===== config.mk =====
export PLATFORM = sky130hd
export DESIGN_NAME = wdog_timer
export DESIGN_NICKNAME = d
export VERILOG_FILES = /design/src/rtl/wdog_pkg.sv /design/src/rtl/wdog_ctrl_regs.sv /design/src/rtl/wdog_counter.sv /design/src/rtl/wdog_event_gen.sv /design/src/rtl/wdog_timer.sv
export SDC_FILE = /design/constraint.sdc
export NUM_CORES = 1
export LEC_CHECK = 0
export BUFFER_PORTS_ARGS = -buffer_cell sky130_fd_sc_hd__buf_2
export CAP_MARGIN = 20
export CORE_ASPECT_RATIO = 1.75
export CORE_UTILIZATION = 30
export DETAILED_ROUTE_END_ITERATION = 7
export PLACE_DENSITY_LB_ADDON = 0.25
export SYNTH_ARGS = -nofsm -noshare
export SYNTH_HDL_FRONTEND = slang
export SYNTH_SLANG_ARGS = --single-unit

===== constraint.sdc =====
create_clock -name clk -period 2.6 [get_ports clk]
set_input_delay 0.26 -clock clk [delete_from_list [all_inputs] [get_ports clk]]
set_output_delay 0.26 -clock clk [all_outputs]
set_load 0.005 [all_outputs]

===== src/rtl/wdog_pkg.sv =====
package wdog_pkg;
  typedef enum logic [1:0] {
    ACT_NONE  = 2'd0,
    ACT_RESET = 2'd1,
    ACT_NMI   = 2'd2,
    ACT_IRQ   = 2'd3
  } wd_act_e;

  localparam int ADDR_W = 2;
  localparam logic [ADDR_W-1:0] REG_CTRL  = 2'd0;
  localparam logic [ADDR_W-1:0] REG_LOAD  = 2'd1;
  localparam logic [ADDR_W-1:0] REG_COUNT = 2'd2;

  localparam int CTRL_EN_BIT   = 0;
  localparam int CTRL_ACT_LSB  = 1;
  localparam int CTRL_STAT_BIT = 8;
endpackage


===== src/rtl/wdog_ctrl_regs.sv =====
module wdog_ctrl_regs
  import wdog_pkg::*;
#(
  parameter int CNT_W = 32,
  parameter logic [CNT_W-1:0] LOAD_INIT = '1
) (
  input  logic              clk,
  input  logic              rst_n,
  input  logic              wr_en,
  input  logic [ADDR_W-1:0] addr,
  input  logic [CNT_W-1:0]  wdata,
  input  logic              expire_evt,
  output logic              en,
  output wd_act_e           act,
  output logic              status,
  output logic [CNT_W-1:0]  load_val,
  output logic              load_now
);
  logic              en_q, en_d;
  wd_act_e           act_q, act_d;
  logic              status_q, status_d;
  logic [CNT_W-1:0]  load_q;
  logic              ctrl_wr, load_wr, kick, en_rise, self_reset;
  logic              ctrl_ce, load_ce, status_ce;

  always_comb begin
    ctrl_wr    = wr_en && (addr == REG_CTRL);
    load_wr    = wr_en && (addr == REG_LOAD);
    kick       = wr_en && (addr == REG_COUNT);
    en_rise    = ctrl_wr && wdata[CTRL_EN_BIT] && !en_q;
    self_reset = expire_evt && (act_q == ACT_RESET);

    en_d  = en_q;
    act_d = act_q;
    if (ctrl_wr) begin
      en_d  = wdata[CTRL_EN_BIT];
      act_d = wd_act_e'(wdata[CTRL_ACT_LSB +: 2]);
    end
    if (self_reset) begin
      en_d  = 1'b0;
      act_d = ACT_NONE;
    end

    status_d = status_q;
    if (ctrl_wr && wdata[CTRL_STAT_BIT]) status_d = 1'b0;
    if (expire_evt)                      status_d = 1'b1;

    ctrl_ce   = ctrl_wr || self_reset;
    load_ce   = load_wr;
    status_ce = expire_evt || ctrl_wr;
  end

  always_ff @(posedge clk or negedge rst_n) begin
    if (!rst_n) begin
      en_q  <= 1'b0;
      act_q <= ACT_NONE;
    end else if (ctrl_ce) begin
      en_q  <= en_d;
      act_q <= act_d;
    end
  end

  always_ff @(posedge clk or negedge rst_n) begin
    if (!rst_n)         status_q <= 1'b0;
    else if (status_ce) status_q <= status_d;
  end

  always_ff @(posedge clk or negedge rst_n) begin
    if (!rst_n)       load_q <= LOAD_INIT;
    else if (load_ce) load_q <= wdata;
  end

  assign en       = en_q;
  assign act      = act_q;
  assign status   = status_q;
  assign load_val = load_q;
  assign load_now = kick || en_rise;
endmodule


===== src/rtl/wdog_counter.sv =====
module wdog_counter #(
  parameter int CNT_W = 32
) (
  input  logic             clk,
  input  logic             rst_n,
  input  logic             en,
  input  logic             load_now,
  input  logic [CNT_W-1:0] load_val,
  output logic [CNT_W-1:0] count,
  output logic             expire_evt,
  output logic             expired
);
  logic [CNT_W-1:0] count_q, count_d;
  logic             expired_q, expired_d;
  logic             cnt_zero, cnt_ce, exp_ce;

  always_comb begin
    cnt_zero   = (count_q == '0);
    expire_evt = en && cnt_zero && !expired_q && !load_now;

    cnt_ce  = load_now || (en && !cnt_zero);
    count_d = load_now ? load_val : (count_q - 1'b1);

    exp_ce    = !en || load_now || expire_evt;
    expired_d = (!en || load_now) ? 1'b0 : 1'b1;
  end

  always_ff @(posedge clk or negedge rst_n) begin
    if (!rst_n)      count_q <= '0;
    else if (cnt_ce) count_q <= count_d;
  end

  always_ff @(posedge clk or negedge rst_n) begin
    if (!rst_n)      expired_q <= 1'b0;
    else if (exp_ce) expired_q <= expired_d;
  end

  assign count   = count_q;
  assign expired = expired_q;
endmodule


===== src/rtl/wdog_event_gen.sv =====
module wdog_event_gen
  import wdog_pkg::*;
#(
  parameter int RST_CYCLES = 4
) (
  input  logic    clk,
  input  logic    rst_n,
  input  logic    en,
  input  wd_act_e act,
  input  logic    expire_evt,
  input  logic    expired,
  output logic    rst_req,
  output logic    nmi,
  output logic    irq
);
  localparam int PW = $clog2(RST_CYCLES + 1);

  logic [PW-1:0] pulse_q, pulse_d;
  logic          pulse_ce, start;

  always_comb begin
    start    = expire_evt && (act == ACT_RESET);
    pulse_ce = start || (pulse_q != '0);
    pulse_d  = start ? PW'(RST_CYCLES) : (pulse_q - 1'b1);
  end

  always_ff @(posedge clk or negedge rst_n) begin
    if (!rst_n)        pulse_q <= '0;
    else if (pulse_ce) pulse_q <= pulse_d;
  end

  assign rst_req = (pulse_q != '0);
  assign nmi     = en && expired && (act == ACT_NMI);
  assign irq     = en && expired && (act == ACT_IRQ);
endmodule


===== src/rtl/wdog_timer.sv =====
module wdog_timer
  import wdog_pkg::*;
#(
  parameter int CNT_W = 32,
  parameter int RST_CYCLES = 4,
  parameter logic [CNT_W-1:0] LOAD_INIT = '1
) (
  input  logic              clk,
  input  logic              por_n,
  input  logic              wr_en,
  input  logic [1:0]        addr,
  input  logic [CNT_W-1:0]  wdata,
  output logic [CNT_W-1:0]  rdata,
  output logic              rst_req,
  output logic              nmi,
  output logic              irq
);
  logic [1:0]       rst_sync_q;
  logic             rst_sync_n;
  logic             en_q, status_q, load_now, expire_evt, expired;
  wd_act_e          act_q;
  logic [CNT_W-1:0] load_q, count_q;

  always_ff @(posedge clk or negedge por_n) begin
    if (!por_n) rst_sync_q <= 2'b00;
    else        rst_sync_q <= {rst_sync_q[0], 1'b1};
  end
  assign rst_sync_n = rst_sync_q[1];

  wdog_ctrl_regs #(.CNT_W(CNT_W), .LOAD_INIT(LOAD_INIT)) i_regs (
    .clk(clk), .rst_n(rst_sync_n), .wr_en(wr_en), .addr(addr), .wdata(wdata),
    .expire_evt(expire_evt), .en(en_q), .act(act_q), .status(status_q),
    .load_val(load_q), .load_now(load_now)
  );

  wdog_counter #(.CNT_W(CNT_W)) i_cnt (
    .clk(clk), .rst_n(rst_sync_n), .en(en_q), .load_now(load_now),
    .load_val(load_q), .count(count_q), .expire_evt(expire_evt), .expired(expired)
  );

  wdog_event_gen #(.RST_CYCLES(RST_CYCLES)) i_evt (
    .clk(clk), .rst_n(rst_sync_n), .en(en_q), .act(act_q),
    .expire_evt(expire_evt), .expired(expired),
    .rst_req(rst_req), .nmi(nmi), .irq(irq)
  );

  always_comb begin
    rdata = '0;
    case (addr)
      REG_CTRL: begin
        rdata[CTRL_EN_BIT]           = en_q;
        rdata[CTRL_ACT_LSB +: 2]     = act_q;
        rdata[CTRL_STAT_BIT]         = status_q;
      end
      REG_LOAD:  rdata = load_q;
      REG_COUNT: rdata = count_q;
      default:   rdata = '0;
    endcase
  end
endmodule


==> results.txt <==
The type of the tightest min-delay check is input pin to flop. In this run the standard cell core region covers around 14,000 sq um. The worst setup path is captured at a flop. The data arrival at the endpoint of the critical path is between 2000 and 3000 ps. The width of the die is 93.68 microns.

Cells fill 38.82% of the core in the end. The final critical delay including setup and external delays came out at 2597 ps. The signal on the critical path passes through or4_4, or4_4, or3_4, o41a_1, a221o_1. The startpoint identified for the worst hold timing path is wdata[28]. The number of buffers inserted during clock tree synthesis came out at 9. The detailed-route via count came out at 4,100. The worst slack at placement is -14.22 ps. The number of warning messages in the yosys log came out at 0. The worst register-to-register path has a setup slack of 3 ps. The source of the critical timing path is i_cnt.count[18]. Of all nets on the critical path, the largest fanout is 4.

The vias per cell came out at 5.548. For this block, the routed nets add up to 13,730 microns of wire. The count of flip-flops with a built-in enable after synthesis is 0. The pin count of the biggest net entering global routing is 73. The clock-pin slew on the worst setup and hold paths came out at 60 ps.

The first global-routing pass estimated 21,850 microns of wire. The peak clock frequency supported by timing came out at 385.1 MHz. The number of flip-flops and latches in the synthesized netlist is 74.

The final estimated routing congestion in global placement is 0.8586. TritonCTS built the clock tree. The detailed router's first-iteration violation count is between 200 and 250. In this run the critical register-to-register path is launched from i_cnt.count[18]. Counting stages on the worst path, the most repeated cell is sky130_fd_sc_hd__or4_4.

In this run the critical register-to-register path is captured at i_cnt.count[31]. The chip height is 162.4 microns. The number of rows created at floorplan is 58. The average cell area after synthesis is between 9 and 10 sq um.

The H-tree generated during clock tree synthesis spans 3 levels. The worst-case setup margin in the final layout is ~3.1 ps. The max-cap violation count is 0. The share of synthesized flip-flops with an asynchronous set or reset is 100.0%. For this run, the register share of the synthesized area comes to a little over two fifths. The most common cell after layout, fill and taps aside is sky130_fd_sc_hd__buf_2. The count of pins over their slew limit is 0. The worst hold path was traced through 2 stages. After the last flow step, the layout net total stands at 599. The initial standard-cell utilization of the core is between 30 and 40%. The detailed-route wire length per cell is 18.58 microns. On the final layout, the worst clock skew is 6.973 ps. The kind of critical path is flop to flop.

The total setup violations reported at the end of the flow came out at 0. The number of antenna diodes in the final layout is 0. The post-synthesis instance area is about 4400 sq um. The number of global-route vias before repair came out at around 4,300. The initial antenna violation count was 0. Setup repair after global routing could not meet its margin everywhere. For this run, the detailed router's first-pass iteration total came to 5.

The cell area power density is 845.0 nW/um^2. The root buffer cell chosen for the clock tree is sky130_fd_sc_hd__clkbuf_16. The aggregate global routing overflow is 0. The residual antenna-violating net count after detailed routing is 0. The worst setup path is launched from a flop.

During placement, the flow inserted port buffers numbering 71. Data on the critical path is required at its endpoint by between 2000 and 3000 ps. CTS saw 74 sinks. The routed design uses 479 microns of met3 wire. The critical path contains buffers and inverters numbering 0 combined. The proportion of layout cells with a drive suffix above 1 is 38.28%. The worst slew margin relative to its limit is 63.14%. The latest clock arrival within the worst-skew pair is 340 ps.

The post-synthesis cell type count came out at between 60 and 70. The worst hold path terminates at i_regs.load_val[28]. The total count of hold-check failures in the final report came out at 0. The floorplan step defined a die boundary enclosing between 15,000 and 20,000 sq um. The HPWL reported at the end of detailed placement came out at about 10,000 microns. The total length of routed met2 wires came out at 7469 microns. The share of the clock period used by the worst path is between 90 and 100%.

The critical path runs through a total of 5 cells. The worst voltage drop across the vdd grid came out at 0.0003425 V. Pin placement for this block handled 72 I/O pins. The cell with the largest stage delay on the worst path is sky130_fd_sc_hd__or4_4. The flow ran to the end, and the final reports show no timing, DRC or antenna violations. After detailed routing, no signal wire sits above met4. The hold slack came out at 146.7 ps. The maximum buffer depth of the clock tree is 2. After detailed routing, the number of remaining DRC violations is 0. The detailed-routing wirelength on met1 came out at about 5400 microns.

The category of cells accounting for the largest share of critical-path delay is simple AND/OR/NAND/NOR gates. The leakage power came out at about 2.4 nW. The worst reg2reg path depth came out at 5.

The number of nets handed over by synthesis was 498. The pin slew with the least headroom to its limit came out at 551.5 ps. The post-synthesis to final-layout area growth came out at 26.40%. Synthesis produced a netlist whose cell count is 453. The longest individual stage delay on the worst path is 540 ps.

In the global route stage, overall resource usage came out at around a fifth. In the synthesized netlist the dominant register cell turns out to be sky130_fd_sc_hd__dfrtp_1. The library cells used most frequently in the layout, excluding fill and tap cells, are 71 x sky130_fd_sc_hd__buf_2, 48 x sky130_fd_sc_hd__buf_4, 41 x sky130_fd_sc_hd__dfrtp_1.
## cell usage after synthesis (2+ instances only)
| master | count | area share [%] |
|---|---|---|
| sky130_fd_sc_hd__inv_1 | 16 | 1.4 |
| sky130_fd_sc_hd__nand2b_1 | 3 | 0.43 |
| sky130_fd_sc_hd__o31ai_1 | 4 | 0.68 |
| sky130_fd_sc_hd__nor4_1 | 10 | 1.4 |
| sky130_fd_sc_hd__nand2_1 | 23 | 2.0 |
| sky130_fd_sc_hd__dfstp_2 | 32 | 19 |
| sky130_fd_sc_hd__dfrtp_1 | 42 | 24 |
| sky130_fd_sc_hd__a222oi_1 | 4 | 0.91 |
| sky130_fd_sc_hd__ha_1 | 8 | 2.3 |
| sky130_fd_sc_hd__a221o_1 | 13 | 2.9 |
| sky130_fd_sc_hd__mux2_2 | 33 | 8.4 |
| sky130_fd_sc_hd__nor3_1 | 15 | 1.7 |
| sky130_fd_sc_hd__or4_1 | 6 | 1.0 |
| sky130_fd_sc_hd__a22oi_1 | 31 | 5.3 |
| sky130_fd_sc_hd__o211ai_1 | 6 | 1.0 |
| sky130_fd_sc_hd__o22ai_1 | 8 | 1.1 |
| sky130_fd_sc_hd__nand3_1 | 17 | 1.9 |
| sky130_fd_sc_hd__clkbuf_1 | 24 | 2.0 |
| sky130_fd_sc_hd__a21oi_1 | 19 | 2.2 |
| sky130_fd_sc_hd__nand4_1 | 7 | 0.99 |
| sky130_fd_sc_hd__xnor2_1 | 3 | 0.60 |
| sky130_fd_sc_hd__or4_4 | 3 | 0.77 |
| sky130_fd_sc_hd__a31oi_1 | 3 | 0.43 |
| sky130_fd_sc_hd__o21ai_0 | 8 | 0.91 |
| sky130_fd_sc_hd__nor2_1 | 25 | 2.1 |
| sky130_fd_sc_hd__buf_1 | 4 | 0.34 |
| sky130_fd_sc_hd__a32oi_1 | 2 | 0.40 |
| sky130_fd_sc_hd__nor2b_1 | 29 | 4.1 |
| sky130_fd_sc_hd__nand4b_1 | 2 | 0.40 |
| sky130_fd_sc_hd__or3_1 | 14 | 2.0 |
| sky130_fd_sc_hd__o41ai_1 | 3 | 0.60 |
| sky130_fd_sc_hd__a21o_1 | 3 | 0.51 |
| sky130_fd_sc_hd__buf_2 | 5 | 0.57 |
## registers in the layout, summed over array words and instances, names as in the netlist
name and cells:
i_regs.act 2, rst_sync_q 2, i_regs.status 1, i_cnt.expired 1, i_regs.load_val 32, i_regs.en 1
i_evt.pulse_q 3, i_cnt.count 32
## metal layers
metal	track usage, %	vias up
met5	0	-
met4	8.881	0
met3	2.848	26
met2	33.88	106
met1	20.93	2050
li1	-	1918
## report_power, final
| part | switching (mW) | internal (mW) |
|---|---|---|
| registers | 0.324 | 1.54 |
| logic | 0.893 | 0.820 |
| clock network | 0.475 | 0.666 |
| total | 1.69 | 3.02 |
## layout make-up
type	instances	area (sq um)
timing repair buffer	124	797.0
multi-input combinational	329	2336
fill	1510	8791
tap	180	225.2
sequential	74	1893
clock inverter	4	20.02
clock buffer	12	246.5
inverter	16	60.06
## per-stage QoR
stage / setup TNS, ps / area, sq um / power, mW / instances
2_1_floorplan: 0 / 4413 / 2.848 / 453
3_3_place_gp: 0 / 5274 / 3.519 / 721
3_5_place_dp: -14.38 / 5274 / 3.559 / 721
4_1_cts: 0 / 5558 / 4.739 / 739
5_1_grt: -38.14 / 5578 / 5.000 / 739
6_report: 0 / 5578 / 4.713 / 739
## repair_timing
action                                  in CTS  in global routing
endpoints found under the setup margin       2                 12
buffers inserted                             1                  0
pin swaps                                    2                  2
cloned                                       0                  0
hold buffers                                 1                  0
hold endpoints to repair                     2                  0
resized for setup                            0                  4
## how the worst max path moves through the flow
stage	to
after CTS	i_cnt.count[31]
after floorplan	i_cnt.count[31]
after detailed placement	i_cnt.count[31]
after global placement	i_cnt.count[31]
final	i_cnt.count[31]
after global routing	i_cnt.count[31]
## kinds of logic after synthesis
logic type                 count (synthesis)  synth area share [%]
xor gates and xnor gates                   3                0.5955
other                                      1               0.08498
and+or+nand+nor                          163                 20.47
adders and majority gates                  8                 2.268
muxes                                     34                 8.648
AOI/OAI and AO/OA                        120                 20.50
buffers and inverters                     50                 4.565
DFF                                       74                 42.87
(Power assumes the default switching activity.)
